**src/rtl/i2cs_pkg.sv**
```systemverilog
package i2cs_pkg;
    timeunit 1ns;
    timeprecision 100ps;

    localparam logic [6:0] ADDR_BOTH = 7'h75;
    localparam logic [6:0] ADDR_A1   = 7'h11;
    localparam logic [6:0] ADDR_A0   = 7'h07;

    typedef struct packed {
        logic       en;
        logic [6:0] addr;
    } strap_cfg_t;

    typedef struct packed {
        logic start;
        logic stop;
        logic rise;
        logic fall;
    } bus_ev_t;

    typedef enum logic [3:0] {
        ST_IDLE,
        ST_ADDR,
        ST_AACK,
        ST_WR,
        ST_WACK,
        ST_RD,
        ST_RACK,
        ST_RNEXT,
        ST_HOLD
    } tgt_state_t;

    function automatic strap_cfg_t decode_strap(input logic a1, input logic a0);
        strap_cfg_t c;
        c.en = 1'b1;
        case ({a1, a0})
            2'b11:   c.addr = ADDR_BOTH;
            2'b10:   c.addr = ADDR_A1;
            2'b01:   c.addr = ADDR_A0;
            default: begin
                c.en   = 1'b0;
                c.addr = '0;
            end
        endcase
        return c;
    endfunction

    function automatic logic [7:0] reg_init(input int idx);
        return 8'h40 + idx[7:0];
    endfunction
endpackage

```
**src/rtl/i2cs_bus_events.sv**
```systemverilog
module i2cs_bus_events
    import i2cs_pkg::*;
(
    input  logic    clk,
    input  logic    rst,
    input  logic    scl_i,
    input  logic    sda_i,
    output bus_ev_t ev
);
    timeunit 1ns;
    timeprecision 100ps;

    logic scl_q;
    logic sda_q;

    always_ff @(posedge clk) begin
        if (rst) begin
            scl_q <= 1'b1;
            sda_q <= 1'b1;
        end else begin
            scl_q <= scl_i;
            sda_q <= sda_i;
        end
    end

    // SDA moving while SCL stays high marks START or STOP
    always_comb begin
        ev.start = scl_i && scl_q && sda_q && !sda_i;
        ev.stop  = scl_i && scl_q && !sda_q && sda_i;
        ev.rise  = scl_i && !scl_q;
        ev.fall  = !scl_i && scl_q;
    end
endmodule

```
**src/rtl/i2cs_regfile.sv**
```systemverilog
module i2cs_regfile
    import i2cs_pkg::*;
#(
    parameter int DEPTH = 8,
    localparam int AW = $clog2(DEPTH)
) (
    input  logic          clk,
    input  logic          rst,
    input  logic          we,
    input  logic [AW-1:0] waddr,
    input  logic [7:0]    wdata,
    input  logic [AW-1:0] raddr,
    output logic [7:0]    rdata
);
    timeunit 1ns;
    timeprecision 100ps;

    logic [7:0] mem [DEPTH];

    always_ff @(posedge clk) begin
        if (rst) begin
            for (int i = 0; i < DEPTH; i++) mem[i] <= reg_init(i);
        end else if (we) begin
            mem[waddr] <= wdata;
        end
    end

    assign rdata = mem[raddr];
endmodule

```
**src/rtl/i2cs_strap_target.sv**
```systemverilog
module i2cs_strap_target
    import i2cs_pkg::*;
#(
    parameter int NUM_REGS = 8
) (
    input  logic clk,
    input  logic rst,
    input  logic scl_i,
    input  logic sda_i,
    input  logic strap_a0,
    input  logic strap_a1,
    output logic sda_oe
);
    timeunit 1ns;
    timeprecision 100ps;

    localparam int PTR_W = $clog2(NUM_REGS);
    localparam logic [PTR_W-1:0] PTR_LAST = PTR_W'(NUM_REGS - 1);

    bus_ev_t          ev;
    strap_cfg_t       cfg_q;
    tgt_state_t       state;
    logic [3:0]       bit_cnt;
    logic [6:0]       shreg;
    logic [7:0]       rx_byte;
    logic [7:0]       tx_q;
    logic [PTR_W-1:0] ptr;
    logic [PTR_W-1:0] ptr_next;
    logic             need_ptr;
    logic             rnw;
    logic             reg_we;
    logic [7:0]       rd_data;

    i2cs_bus_events u_events (
        .clk   (clk),
        .rst   (rst),
        .scl_i (scl_i),
        .sda_i (sda_i),
        .ev    (ev)
    );

    i2cs_regfile #(.DEPTH(NUM_REGS)) u_regs (
        .clk   (clk),
        .rst   (rst),
        .we    (reg_we),
        .waddr (ptr),
        .wdata (rx_byte),
        .raddr (ptr),
        .rdata (rd_data)
    );

    assign rx_byte  = {shreg, sda_i};
    assign ptr_next = (ptr == PTR_LAST) ? '0 : ptr + PTR_W'(1);
    assign reg_we   = (state == ST_WR) && ev.rise && (bit_cnt == 4'd7) && !need_ptr;

    always_ff @(posedge clk) begin
        if (rst) begin
            cfg_q    <= decode_strap(strap_a1, strap_a0);
            state    <= ST_IDLE;
            bit_cnt  <= '0;
            shreg    <= '0;
            tx_q     <= '0;
            ptr      <= '0;
            need_ptr <= 1'b0;
            rnw      <= 1'b0;
            sda_oe   <= 1'b0;
        end else if (ev.stop) begin
            state  <= ST_IDLE;
            sda_oe <= 1'b0;
        end else if (ev.start) begin
            state   <= cfg_q.en ? ST_ADDR : ST_IDLE;
            bit_cnt <= '0;
            sda_oe  <= 1'b0;
        end else begin
            case (state)
                ST_ADDR: if (ev.rise) begin
                    shreg   <= rx_byte[6:0];
                    bit_cnt <= bit_cnt + 4'd1;
                    if (bit_cnt == 4'd7) begin
                        bit_cnt <= '0;
                        if (rx_byte[7:1] == cfg_q.addr) begin
                            state <= ST_AACK;
                            rnw   <= rx_byte[0];
                        end else begin
                            state <= ST_HOLD;
                        end
                    end
                end
                // first falling edge pulls SDA, second one ends the ACK bit
                ST_AACK: if (ev.fall) begin
                    if (!sda_oe) begin
                        sda_oe <= 1'b1;
                    end else if (rnw) begin
                        state   <= ST_RD;
                        tx_q    <= rd_data;
                        sda_oe  <= ~rd_data[7];
                        bit_cnt <= '0;
                    end else begin
                        state    <= ST_WR;
                        sda_oe   <= 1'b0;
                        need_ptr <= 1'b1;
                    end
                end
                ST_WR: if (ev.rise) begin
                    shreg   <= rx_byte[6:0];
                    bit_cnt <= bit_cnt + 4'd1;
                    if (bit_cnt == 4'd7) begin
                        bit_cnt <= '0;
                        state   <= ST_WACK;
                        if (need_ptr) begin
                            ptr      <= rx_byte[PTR_W-1:0];
                            need_ptr <= 1'b0;
                        end else begin
                            ptr <= ptr_next;
                        end
                    end
                end
                ST_WACK: if (ev.fall) begin
                    if (!sda_oe) begin
                        sda_oe <= 1'b1;
                    end else begin
                        sda_oe <= 1'b0;
                        state  <= ST_WR;
                    end
                end
                ST_RD: begin
                    if (ev.rise) begin
                        bit_cnt <= bit_cnt + 4'd1;
                    end else if (ev.fall) begin
                        if (bit_cnt == 4'd8) begin
                            sda_oe  <= 1'b0;
                            ptr     <= ptr_next;
                            bit_cnt <= '0;
                            state   <= ST_RACK;
                        end else begin
                            sda_oe <= ~tx_q[3'd7 - bit_cnt[2:0]];
                        end
                    end
                end
                ST_RACK: if (ev.rise) begin
                    state <= sda_i ? ST_HOLD : ST_RNEXT;
                end
                ST_RNEXT: if (ev.fall) begin
                    tx_q   <= rd_data;
                    sda_oe <= ~rd_data[7];
                    state  <= ST_RD;
                end
                default: ;
            endcase
        end
    end

    // with the bus function strapped off, SDA is never pulled
    p_off_never_drives_r4: assert property (@(posedge clk) disable iff (rst)
        !cfg_q.en |-> !sda_oe);

    // the address-ACK phase is reached only with an enabled strap code
    p_ack_needs_enable_r1: assert property (@(posedge clk) disable iff (rst)
        (state == ST_AACK) |-> cfg_q.en);

    // SDA drive changes only after SCL was seen low
    p_sda_moves_scl_low_r2: assert property (@(posedge clk) disable iff (rst)
        (sda_oe != $past(sda_oe)) |-> !$past(scl_i));

    // a STOP leaves SDA released
    p_stop_releases_r12: assert property (@(posedge clk) disable iff (rst)
        $past(ev.stop) |-> !sda_oe);

    // while waiting for START/STOP the target stays off the line
    p_hold_silent_r9: assert property (@(posedge clk) disable iff (rst)
        (state == ST_HOLD) |-> !sda_oe);
endmodule

```
**config.mk**
```make
export PLATFORM = sky130hd
export DESIGN_NAME = i2cs_strap_target
export DESIGN_NICKNAME = d
export VERILOG_FILES = /design/src/rtl/i2cs_pkg.sv /design/src/rtl/i2cs_bus_events.sv /design/src/rtl/i2cs_regfile.sv /design/src/rtl/i2cs_strap_target.sv
export SDC_FILE = /design/constraint.sdc
export NUM_CORES = 1
export LEC_CHECK = 0
export BUFFER_PORTS_ARGS = -buffer_cell sky130_fd_sc_hd__buf_2
export CAP_MARGIN = 20
export CORE_ASPECT_RATIO = 1.5
export CORE_MARGIN = 3
export CORE_UTILIZATION = 30
export DETAILED_ROUTE_END_ITERATION = 8
export PLACE_DENSITY = 0.52
export SYNTH_ARGS = -nofsm -noshare
export SYNTH_HDL_FRONTEND = slang
export SYNTH_SLANG_ARGS = --single-unit
```
**constraint.sdc**
```tcl
create_clock -name clk -period 2.2 [get_ports clk]
set_input_delay 0.44 -clock clk [delete_from_list [all_inputs] [get_ports clk]]
set_output_delay 0.44 -clock clk [all_outputs]
set_load 0.005 [all_outputs]
```
==> impl_metrics.yaml <==
hold_path:
  hp-class: "input pin to register"
timing:
  worst_pin_slew_ns: 0.554
  skew_ns: 0.00981
  slew_headroom: 0.630
  fin_ws_ns: 0.149
  fin_crit_sh: 0.932
  setup_viol_count_final: 0
  hold_slack_ns: 0.306
  rsz0062_at_grt: "yes"
  finalHoldViolCount: 0
  period_minus_slack_ns: 2.05
  maxSlewViolCount: 0
  max_freq_ghz: 0.488
worst_setup_path:
  start_kind: "register"
  crit_slowest_cell: "dfxtp_1"
  cp_slowest_stage_delay_ns: 0.41
  path_class: "register to register"
  path_cells: "ha_1 > and3b_1 > and3_2 > nand3b_4 > nor2_4 > or2_2"
  cp_max_fo: 11
  end_kind: "register"
  required_ns: 2.25
  cp.arrival_ns: 2.10
global_routing:
  grt_max_degree: 35
  use_met3: 0.0239
  busiest_layer: "met2"
  antenna_found_initial: 0
  grt_remaining_overflow: 0
  use_met2: 0.242
  grt_pass1_wl_mm: 18.8
  grt_util_met1: 0.144
  grtUsageTotal: 0.129
  grt_pass1_vias: 3441
synth:
  syn_avg_cell_area_um2: 12.0
  yosys-top-cells-area: "edfxtp_1 (40%), dfxtp_1 (13%), mux4_2 (7.8%), and2_1 (5.1%), mux2i_1 (4.2%)"
  synth_top_area_cell: "edfxtp_1"
  netlist_instances: 433
  synth_most_common_cell: "edfxtp_1"
  ys_seq_elements: 103
  yosysSeqAreaShare: 0.529
  async_flop_share: 0
  syn_nets: 446
  synth_ff_type: "edfxtp_1"
  synthesis.area_um2: 5200
  yosysWarningCount: 0
  netlist_top_cells_count: "edfxtp_1 (69), and2_1 (42), dfxtp_1 (34)"
  synth_top_area_share: 0.398
  synth-edff-count: 69
  ys_types: 61
die:
  num_rows: 58
  fp.dieW_um: 114
  io_pins: 7
  die_area_um2: 19000
  fp.dieH_um: 167
  core-area_um2: 16900
  start_util: 0.308
clock_network:
  h-tree-depth: 3
  post-cts-setup-buffers: 0
  cts_made_buffers: 9
  cts.path.max_buffers: 2
  clk_pin_slew_ns: 0.07
  clock_latency_ns: 0.35
  cts-root-buf: "clkbuf_16"
  clock-sinks: 103
  cts_tree: "built"
cells_and_area:
  multiInputGateArea_um2: 2270
  final_util: 0.347
  area_delta_synth_final_pct: 12.9
  nFillCells: 1667
  antennaDiodeCount: 0
  area.sequential_um2: 2750
  drive_above_1_share: 0.224
  nNetsFinal: 463
  design_area_um2: 5870
route:
  vias_per_cell: 4.97
  drc: 0
  first_iter_violations: 257
  wl_per_cell_um: 17.9
  dr.pass1.iters: 5
  ant_nets: 0
  vias: 3306
  drt-total-wl_mm: 11.9
placement:
  gp_congestion: 0.804
  place_ws_ns: 0.0264
  dp_hpwl_mm: 8.88
  dpl-instance-area_um2: 5580
  port-buffer-count: 6
pwr:
  vdd_ir_drop_max_mv: 0.383
  power_per_cell_area_nw_per_um2: 661
  p_leak_nw: 2.10
  power.total_w: 0.00388
status:
  status: "finished clean"
flow_run:
  maxCapViolCount: 0
-- cell families after synthesis --
group                      after synthesis  share of synthesized area
muxes                                   43                      0.127
xor gates and xnor gates                 5                    0.00842
and+or+nand+nor                        176                      0.198
adders and majority gates                7                     0.0168
buffers and inverters                   40                     0.0370
DFF                                    103                      0.529
AOI/OAI and AO/OA                       59                     0.0842
-- layout make-up --
type	count	share of cell area
clock buffer	10	0.0390
clock inverter	6	0.00852
inverter	7	0.00447
multi-input combinational	290	0.387
sequential	103	0.469
tap	210	0.0447
timing repair buffer	39	0.0473
-- path summary, 6_finish.rpt --
check / startpoint / to / cells after the start / slack, ns
setup / recovery: bit_cnt[0] / u_regs.mem[1][1] / 6 / 0.15
hold / removal: strap_a1 / cfg_q[4] / 1 / 0.31
setup reg to reg: bit_cnt[0] / u_regs.mem[1][1] / 6 / 0.15
hold reg to reg: tx_q[3] / tx_q[3] / 2 / 0.50
-- state kept, by name (all words and copies together), names as in the netlist, named ones only --
| signal | flops |
|---|---|
| state | 4 |
| sda_oe | 1 |
| u_events.sda_q | 1 |
| tx_q | 8 |
| need_ptr | 1 |
| shreg | 7 |
| u_regs.mem | 64 |
| u_events.scl_q | 1 |
| ptr | 3 |
| rnw | 1 |
| cfg_q | 5 |
| bit_cnt | 4 |
-- power by group --
group / internal, W / total, W / switching (W) / leakage [nW]
logic: 0.0000693 / 0.000172 / 0.000103 / 1.02
registers: 0.00213 / 0.00216 / 0.0000303 / 0.942
clock network: 0.000791 / 0.00155 / 0.000761 / 0.141
total: 0.00299 / 0.00388 / 0.000894 / 2.10
-- timing repair --
item / CTS / global route
hold buffers: 0 / 0
resized for setup: 0 / 3
setup endpoints to repair: 0 / 52
-- through the flow --
step	instances	TNS [ns]
6_report	665	0
2_1_floorplan	433	0
5_1_grt	665	-0.898
4_1_cts	665	0
3_3_place_gp	649	0
3_5_place_dp	649	0
-- critical path: cells and delay by family (launching register included) --
family                     cells  cell delay, ns
DFF                            1            0.41
and+or+nand+nor                5            1.10
adders and majority gates      1            0.24
-- metal layers --
metal | share of wire | vias up
li1 | - | 1626
met1 | 0.41 | 1614
met5 | 0 | -
met3 | 0.022 | 18
met4 | 0.023 | 0
met2 | 0.55 | 48
-- cell usage in the layout (no fill, tap or decap), types with 3 or more instances in the layout --
master     instances
a21oi_1           10
clkbuf_16          9
nor2b_1           11
nand3_1            4
a211oi_1           9
nor2_1            32
or3_1             14
nand3b_1           4
or2_2             11
nand2b_1          13
xor2_1             5
ha_1               7
nor2_2             3
mux2i_1           22
nand4_1            4
o211ai_1           4
nand2_1           16
o21ai_0            8
a31oi_1            4
inv_6              3
buf_2              6
nor3_1             5
mux4_2            18
and2_1            42
inv_1              6
mux2_2             3
edfxtp_1          69
a21boi_0           4
dfxtp_1           34
buf_4             33
Note: power is estimated with default switching activity, not from simulation.
